## config.mk

```make
export PLATFORM = sky130hd
export DESIGN_NAME = lfsr_stepper
export DESIGN_NICKNAME = d
export VERILOG_FILES = /design/src/rtl/lfsr_pkg.sv /design/src/rtl/lfsr_cfg_check.sv /design/src/rtl/lfsr_next.sv /design/src/rtl/lfsr_stepper.sv
export SDC_FILE = /design/constraint.sdc
export NUM_CORES = 1
export LEC_CHECK = 0
export BUFFER_PORTS_ARGS = -buffer_cell sky130_fd_sc_hd__buf_2
export CAP_MARGIN = 20
export CORE_ASPECT_RATIO = 1.2
export CORE_MARGIN = 5
export CORE_UTILIZATION = 45
export CTS_BUF_LIST = sky130_fd_sc_hd__clkbuf_4 sky130_fd_sc_hd__clkbuf_8
export CTS_CLUSTER_SIZE = 20
export DETAILED_ROUTE_END_ITERATION = 8
export PLACE_DENSITY = 0.74
export SYNTH_ARGS = -nofsm -noshare
export SYNTH_HDL_FRONTEND = slang
export SYNTH_SLANG_ARGS = --single-unit
```

## constraint.sdc

```tcl
create_clock -name clk -period 4.8 [get_ports clk]
set_clock_uncertainty 0.05 [all_clocks]
set_input_delay 0.72 -clock clk [delete_from_list [all_inputs] [get_ports clk]]
set_output_delay 0.72 -clock clk [all_outputs]
set_load 0.01 [all_outputs]
```

## src/rtl/lfsr_pkg.sv

```systemverilog
package lfsr_pkg;
  localparam int MAX_W = 16;
  localparam int LEN_W = $clog2(MAX_W + 1);

  typedef logic [MAX_W-1:0] word_t;
  typedef logic [LEN_W-1:0] len_t;

  // ones in the low n bits (n may be 0..MAX_W or larger)
  function automatic word_t active_mask(input len_t n);
    word_t m;
    for (int i = 0; i < MAX_W; i++) m[i] = (i < int'(n));
    return m;
  endfunction

  // single one at bit n-1, zero when n is 0 or too large
  function automatic word_t top_bit(input len_t n);
    word_t m;
    for (int i = 0; i < MAX_W; i++) m[i] = (i + 1 == int'(n));
    return m;
  endfunction
endpackage

```

## src/rtl/lfsr_cfg_check.sv

```systemverilog
module lfsr_cfg_check
  import lfsr_pkg::*;
(
  input  len_t  len_i,
  input  word_t taps_i,
  input  word_t seed_i,
  output logic  legal_o
);
  logic  len_ok, top_ok, taps_fit, seed_nz, seed_fit;
  word_t am;

  always_comb begin
    am       = active_mask(len_i);
    len_ok   = (len_i >= len_t'(2)) && (len_i <= len_t'(MAX_W));
    top_ok   = |(taps_i & top_bit(len_i));
    taps_fit = ((taps_i & ~am) == '0);
    seed_nz  = (seed_i != '0);
    seed_fit = ((seed_i & ~am) == '0);
    legal_o  = len_ok && top_ok && taps_fit && seed_nz && seed_fit;
  end
endmodule

```

## src/rtl/lfsr_next.sv

```systemverilog
module lfsr_next
  import lfsr_pkg::*;
(
  input  word_t cur_i,
  input  len_t  len_i,
  input  word_t taps_i,
  input  logic  galois_i,
  output word_t nxt_o
);
  word_t sh, am, gmask, nxt_f, nxt_g;
  logic  fb;

  always_comb begin
    am    = active_mask(len_i);
    sh    = cur_i >> 1;
    fb    = ^(cur_i & (taps_i | word_t'(1)) & am);
    nxt_f = sh | (fb ? top_bit(len_i) : '0);
    gmask = taps_i & ~word_t'(1) & am;
  end

  // internal XOR chain: one gate per stage
  for (genvar i = 0; i < MAX_W; i++) begin : g_int
    assign nxt_g[i] = sh[i] ^ (cur_i[0] & gmask[i]);
  end

  assign nxt_o = galois_i ? nxt_g : nxt_f;
endmodule

```

## src/rtl/lfsr_stepper.sv

```systemverilog
module lfsr_stepper
  import lfsr_pkg::*;
(
  input  logic        clk,
  input  logic        rst,
  input  logic [4:0]  len,
  input  logic [15:0] taps,
  input  logic        galois,
  input  logic [15:0] seed,
  input  logic        load,
  input  logic        step,
  output logic [15:0] state,
  output logic        bit_out,
  output logic        bit_vld,
  output logic        err
);
  word_t st_q, taps_q, nxt;
  len_t  len_q;
  logic  gal_q, armed_q, err_q, bo_q, bv_q, legal;

  lfsr_cfg_check u_chk (
    .len_i(len), .taps_i(taps), .seed_i(seed), .legal_o(legal)
  );

  lfsr_next u_nxt (
    .cur_i(st_q), .len_i(len_q), .taps_i(taps_q), .galois_i(gal_q), .nxt_o(nxt)
  );

  always_ff @(posedge clk) begin
    if (rst) begin
      st_q    <= '0;
      taps_q  <= '0;
      len_q   <= '0;
      gal_q   <= 1'b0;
      armed_q <= 1'b0;
      err_q   <= 1'b0;
      bo_q    <= 1'b0;
      bv_q    <= 1'b0;
    end else begin
      bv_q <= 1'b0;
      if (load) begin
        if (legal) begin
          st_q    <= seed;
          taps_q  <= taps;
          len_q   <= len;
          gal_q   <= galois;
          armed_q <= 1'b1;
          err_q   <= 1'b0;
        end else begin
          armed_q <= 1'b0;
          err_q   <= 1'b1;
        end
      end else if (step && armed_q) begin
        st_q <= nxt;
        bo_q <= st_q[0];
        bv_q <= 1'b1;
      end
    end
  end

  assign state   = st_q;
  assign bit_out = bo_q;
  assign bit_vld = bv_q;
  assign err     = err_q;

  p_load_seed_r2: assert property (@(posedge clk) disable iff (rst)
    load && legal |=> (state == $past(seed)) && !err);
  p_bad_load_r3: assert property (@(posedge clk) disable iff (rst)
    load && !legal |=> err && $stable(state));
  p_err_blocks_step_r5: assert property (@(posedge clk) disable iff (rst)
    err && !load |=> $stable(state) && !bit_vld);
  p_vld_pulse_r6: assert property (@(posedge clk) disable iff (rst)
    bit_vld |-> $past(step) && !$past(load));
  p_load_wins_r10: assert property (@(posedge clk) disable iff (rst)
    load |=> !bit_vld);
  p_no_lockup_r7: assert property (@(posedge clk) disable iff (rst)
    armed_q |-> state != '0);
endmodule

```

Yosys cells after proc, flatten, opt, wreduce, memory -nomap -nowiden. Index checks and enable logic that the tools add are counted.

Memories kept: 0. Bits in read-only memories: 0. Bits in registers: 42. Bits in latches: 0. Logic and storage cells: 139. Memory bits (writable): 0.

Shifts and indexed selects: 0. Add/subtract/negate cells: 0. Bitwise gates (word level): 40. Divide/modulo/power cells: 0. $lt $le $gt $ge: 34. $mul: 0. Mux-type cells: 8. Equal/unequal tests: 33. Reduce and logical (&&, ||, !) cells: 16.

Operators with widths (number): 16-bit bitwise AND (6); 5-bit equality test, first input constant (18); 4-bit by 5-bit less-than comparator with 1-bit output, first input constant (16); 16-bit 2-to-1 mux (5); 4-bit by 5-bit equality test with 1-bit output, first input constant (8); 3-bit by 5-bit less-than comparator with 1-bit output, first input constant (8); 16-bit logical NOT (2); 3-bit by 5-bit equality test with 1-bit output, first input constant (4); 1-bit by 5-bit less-than comparator with 1-bit output, first input constant (4); 2-bit by 5-bit less-than comparator with 1-bit output, first input constant (4); 1-bit bitwise AND (16); 16-bit inverter (1); 15-bit by 16-bit bitwise OR with 16-bit output (1); 16-bit nonzero test (1); 16-bit OR reduction (1); 16-bit XOR reduction (1); 1-bit bitwise XOR (15); 2-bit by 5-bit equality test with 1-bit output, first input constant (2); 1-bit logical AND (6); 2-bit AND reduction (3); 5-bit by 2-bit greater-or-equal comparator with 1-bit output, second input constant (1); 5-bit less-or-equal comparator, second input constant (1); 1-bit 2-to-1 mux (3); 2-bit by 1-bit != test with 1-bit output, second input constant (1); 3 further kinds (3).

Longest topological paths before layout.
Word-level depth: 9. Depth in mapped cells: 11.

Modules after synthesis. A second synthesis with hierarchy kept.

Cell total of the unflattened synthesis: 398. Area total of the unflattened synthesis: 3141.8 sq um.

By module, submodules not included: lfsr_stepper (times used 1, cells an instance 185, area each 1696.6 sq um); lfsr_next (times used 1, cells an instance 135, area each 934.6 sq um); lfsr_cfg_check (times used 1, cells an instance 78, area each 510.5 sq um).

Worst setup path after synthesis. OpenSTA, ideal clock, no wires.

Kind: input -> register. Start: input port len[0]. End: register gal_q. Data required time: 4.622 ns. Stages on the path: 11. Setup time: 0.128 ns. Arrival time: 2.653 ns. Path slack: 1.969 ns. Cell sequence: buf_2 > buf_2 > o21a_1 > o21ai_0 > a221oi_1 > o2111ai_1 > a211oi_2 > buf_2 > buf_2 > mux2i_1 > nor2_1.

Longest elaborated chain between the ends: 8. Elaborated cells on any way between the ends: 47. Classes of those cells: 18 x order compare; 16 x eq/ne; 4 x bitwise; 9 x reduce/logical.

Ends and longest elaborated chain: start: declaration (RTL line lfsr_stepper.sv:6) `input logic [4:0] len,`; 1-bit by 5-bit less-than comparator with 1-bit output (tied with other cells) (RTL line lfsr_pkg.sv:11) `for (int i = 0; i < MAX_W; i++) m[i] = (i < int'(n));`; 16-bit inverter or 16-bit bitwise AND (tied branches) (RTL line lfsr_cfg_check.sv:16, lfsr_cfg_check.sv:18, lfsr_cfg_check.sv:15); 16-bit bitwise AND or 16-bit OR reduction (tied branches) (RTL line lfsr_cfg_check.sv:16, lfsr_cfg_check.sv:15); 16-bit logical NOT or 1-bit logical AND (tied branches) (RTL line lfsr_cfg_check.sv:16, lfsr_cfg_check.sv:19); 1-bit logical AND (2 in a row) (RTL line lfsr_cfg_check.sv:19) `legal_o = len_ok && top_ok && taps_fit && seed_nz && seed_fit;`; 1-bit logical AND * (RTL line lfsr_cfg_check.sv:19); 2-bit AND reduction (no line) *; end signal: assignment (RTL line lfsr_stepper.sv:46) `gal_q <= galois;`; end: declaration (RTL line lfsr_stepper.sv:19) `logic gal_q, armed_q, err_q, bo_q, bv_q, legal;`.

Every way passes the cells marked *; elsewhere a longest branch is shown, timed or not. A chain may end at the register's enable or synchronous reset.

Worst setup path in the final report.
Start: register len_q[4]. End: register st_q[13], in the netlist state[13].

Longest elaborated chain between the ends: 8. Elaborated cells on any way between the ends: 27. Classes of those cells: 16 x order compare; 1 x eq/ne; 4 x mux; 5 x bitwise; 1 x reduce/logical.

Ends and longest elaborated chain: start: declaration (RTL line lfsr_stepper.sv:18) `len_t len_q;`; start signal: assignment (RTL line lfsr_stepper.sv:45) `len_q <= len;`; 1-bit by 5-bit less-than comparator with 1-bit output (tied with other cells) (RTL line lfsr_pkg.sv:11); 16-bit bitwise AND (RTL line lfsr_next.sv:16) `fb = ^(cur_i & (taps_i | word_t'(1)) & am);`; 16-bit XOR reduction (RTL line lfsr_next.sv:16); 16-bit 2-to-1 mux (RTL line lfsr_next.sv:17) `nxt_f = sh | (fb ? top_bit(len_i) : '0);`; 15-bit by 16-bit bitwise OR with 16-bit output (RTL line lfsr_next.sv:17); 16-bit 2-to-1 mux * (RTL line lfsr_next.sv:26) `assign nxt_o = galois_i ? nxt_g : nxt_f;`; 16-bit 2-to-1 mux * (RTL line lfsr_stepper.sv:53) `end else if (step && armed_q) begin`; 16-bit 2-to-1 mux * (RTL line lfsr_stepper.sv:41) `if (load) begin`; end signal: assignment (RTL line lfsr_stepper.sv:54) `st_q <= nxt;`; end: declaration (RTL line lfsr_stepper.sv:17) `word_t st_q, taps_q, nxt;`.

Every way passes the cells marked *; elsewhere a longest branch is shown, timed or not. The select of a mux whose other input is x is not followed.

==> results.txt <==
DR pass1 iterations = 6
Crit-path max cell delay = 0.60 ns
Global-route wire length before repair = 17300 um
Tmin final = 3.08 ns
Syn_nets = 453
CTS tree = done
Count of input and output buffers = 60
Slowest-stage cell, CP = dfxtp_1
Rel. slew slack = 40.8%
Cell variety after synth = 60
Crit-path cells = buf_4 -> nand2b_1 -> a41oi_1 -> xnor2_1 -> xnor3_1 -> xnor3_2 -> a311o_1 -> a31o_1
Post-CTS Setup Inserts = 0
Synth Warn # = 0
Clk sinks = 41
Util after Layout = 52.4%
Core Footprint = 0.00681 mm^2
Area Overhead vs Synth = 13.2%
Worst Hold Class = reg -> reg
Clk slew on worst S/H paths = 0.08 ns
Flops & latches, synth = 41
Sequential share of the synthesized area = 26.1%
Final ANT Viol Nets = 0
Design Power = 0.000722 W
Die area = 0.00878 mm^2
Worst EP arrival = 3.24 ns
Crit path kind = reg -> reg
Filler cell count = 672
Slew Limit Fails = 0
DP Area = 0.00346 mm^2
Worst reg-to-reg path cell count = 8
Reg-to-Reg Start = len_q[4]
Die W = 86.4 um
Htree depth = 2
Worst Path Required = 4.95 ns
Avg Cell Area, Syn = 7.67 um^2
Drt wl/cell = 20.3 um
Fmax = 0.324 GHz
Initial antenna violation count = 0
Grt total ovfl = 0
GPL Wtd Cong = 0.993
VDD IR-drop max = 114 uV
Top FF cell, synth = dfxtp_1
Reg2reg end = state[13]
Worst-case clock buffer depth = 2
Mapped Cells = 411
Hpwl dp = 7730 um
Crit share post-route = 64.2%
Share of cells above drive strength 1 = 18.5%
Setup TNS Final = 0 ns
# DRC = 0
Final wirelength = 10900 um
Setup WS post-layout = 1.72 ns
Async set or reset register ratio after synthesis = 0%
CTS Hold Bufs = 0
Resized cells post-CTS = 0
FF-to-FF setup slack = 1.72 ns
Total track usage = 24.7%
Setup WS pre-CTS = 1.39 ns
I/O Pins = 61
# diodes = 0
CTS buffer count = 5
Final Instance Area = 0.00357 mm^2
Worst setup path start = len_q[4]
RSZ-0062 raised after global routing = no
Initial DRC count = 451
P_leak = 1.25 nW
Status = finished, final reports clean
# nets final = 491
Crit. End Element = flop
Row cnt = 33
Final setup vio count = 0
PD cells = 202 mW/mm^2
Die H = 102 um
CTS Root Cell = clkbuf_8
Vias in the first global route = 3366
Critical Path End = state[13]
Synth Cell Area = 0.00315 mm^2
Worst setup SP type = flop
Starting Density = 46.2%
Largest net degree at the start of global routing = 44
Least-Margin Pin Slew = 0.888 ns
Clock latency on the worst-skew pair = 0.31 ns
Max_cap viols = 0
Routed vias = 3523
Crit path max fanout = 16
Vias per cell = 6.57
EDFF count, synth = 0
Final hold vios = 0
logic make-up after synthesis:
group                     count (synthesis)  share of synthesized area, %
xor gates and xnor gates                 31                          10.4
and+or+nand+nor                         157                          23.9
buffers and inverters                    50                          6.63
DFF                                      41                          26.1
AOI/OAI and AO/OA                       104                          22.9
muxes                                    28                          10.1
placed cells by master (no fill, tap or decap), drive strengths merged, types with 5 or more instances in the layout:
cell    netlist  final
mux2i        24     24
inv          13     13
nor3         22     22
clkbuf       21      5
o211ai        5      5
a21oi        34     34
or3           6      6
nor4          6      6
a211oi        8      8
dfxtp        41     41
nand3        13     13
nor2         53     53
buf          15     67
a311oi       12     12
xnor2        10     10
o21ai        13     13
nand4        14     14
nand2        26     26
xor2         17     17
per-stage QoR:
| stage | hold slack, ns | instances |
|---|---|---|
| 2_1_floorplan | 0.403 | 411 |
| 3_3_place_gp | 0.416 | 529 |
| 3_5_place_dp | 0.427 | 529 |
| 4_1_cts | 0.443 | 536 |
| 5_1_grt | 0.462 | 536 |
| 6_report | 0.435 | 536 |
final cells by class:
type	count	area [um^2]	share of cell area [%]
Tap cell	87	109	3.05
Inverter	14	52.6	1.47
Multi-Input combinational cell	320	2130	59.7
Clock buffer	5	68.8	1.93
Sequential cell	41	821	23.0
Timing Repair Buffer	67	353	9.89
Clock inverter	2	35.0	0.982
flip-flops by register name, indices dropped and copies added (netlist names):
signal   cells
len_q        5
gal_q        1
bit_out      1
armed_q      1
taps_q      15
bit_vld      1
state       16
err          1
synthesized netlist by cell type, drive strengths merged (4+ instances only):
cell,count,area share [%]
nand3b,4,0.95
or3,6,1.2
nand4,14,2.8
nor4,6,1.2
mux2i,24,7.6
xnor2,10,2.8
a21oi,34,5.4
clkbuf,21,2.5
inv,13,1.5
xor2,17,4.7
buf,15,2.4
a211oi,8,2.1
xnor3,4,2.9
nor2,53,6.3
a311oi,12,3.3
dfxtp,41,26
nand3,13,2.1
o21ai,13,2.1
nor3,22,3.5
o211ai,5,1.2
nand2,26,3.1
layer usage:
layer  routed length [um]  global-route usage [%]  up-vias
met3                 1120                    5.29       46
met5                    0                       0        -
li1                     -                       -     1584
met4                  384                    9.83        0
met1                 4340                    31.8     1662
met2                 5030                    40.4      231
critical path, delay by kind of cell (launching register included):
kind                      cells  cell delay (ns)
DFF                           1             0.60
and+or+nand+nor               1             0.26
xor gates and xnor gates      3             1.05
AOI/OAI and AO/OA             3             0.75
buffers and inverters         1             0.28
power breakdown:
group | internal (W) | switching [W] | total [W]
Sequential | 0.000342 | 0.00000265 | 0.000344
Clock | 0.000152 | 0.000135 | 0.000287
Combinational | 0.0000340 | 0.0000561 | 0.0000901
Total | 0.000527 | 0.000194 | 0.000722
how the worst min path moves through the flow:
| stage | from | endpoint | slack, ns | cells after the start |
|---|---|---|---|---|
| 6_report | armed_q | armed_q | 0.44 | 2 |
| 5_1_grt | err | err | 0.46 | 2 |
| 4_1_cts | err | err | 0.44 | 2 |
| 3_5_place_dp | err | err | 0.43 | 2 |
| 3_3_place_gp | armed_q | armed_q | 0.42 | 2 |
| 2_1_floorplan | armed_q | armed_q | 0.40 | 2 |
Note: power is estimated with default switching activity, not from simulation.
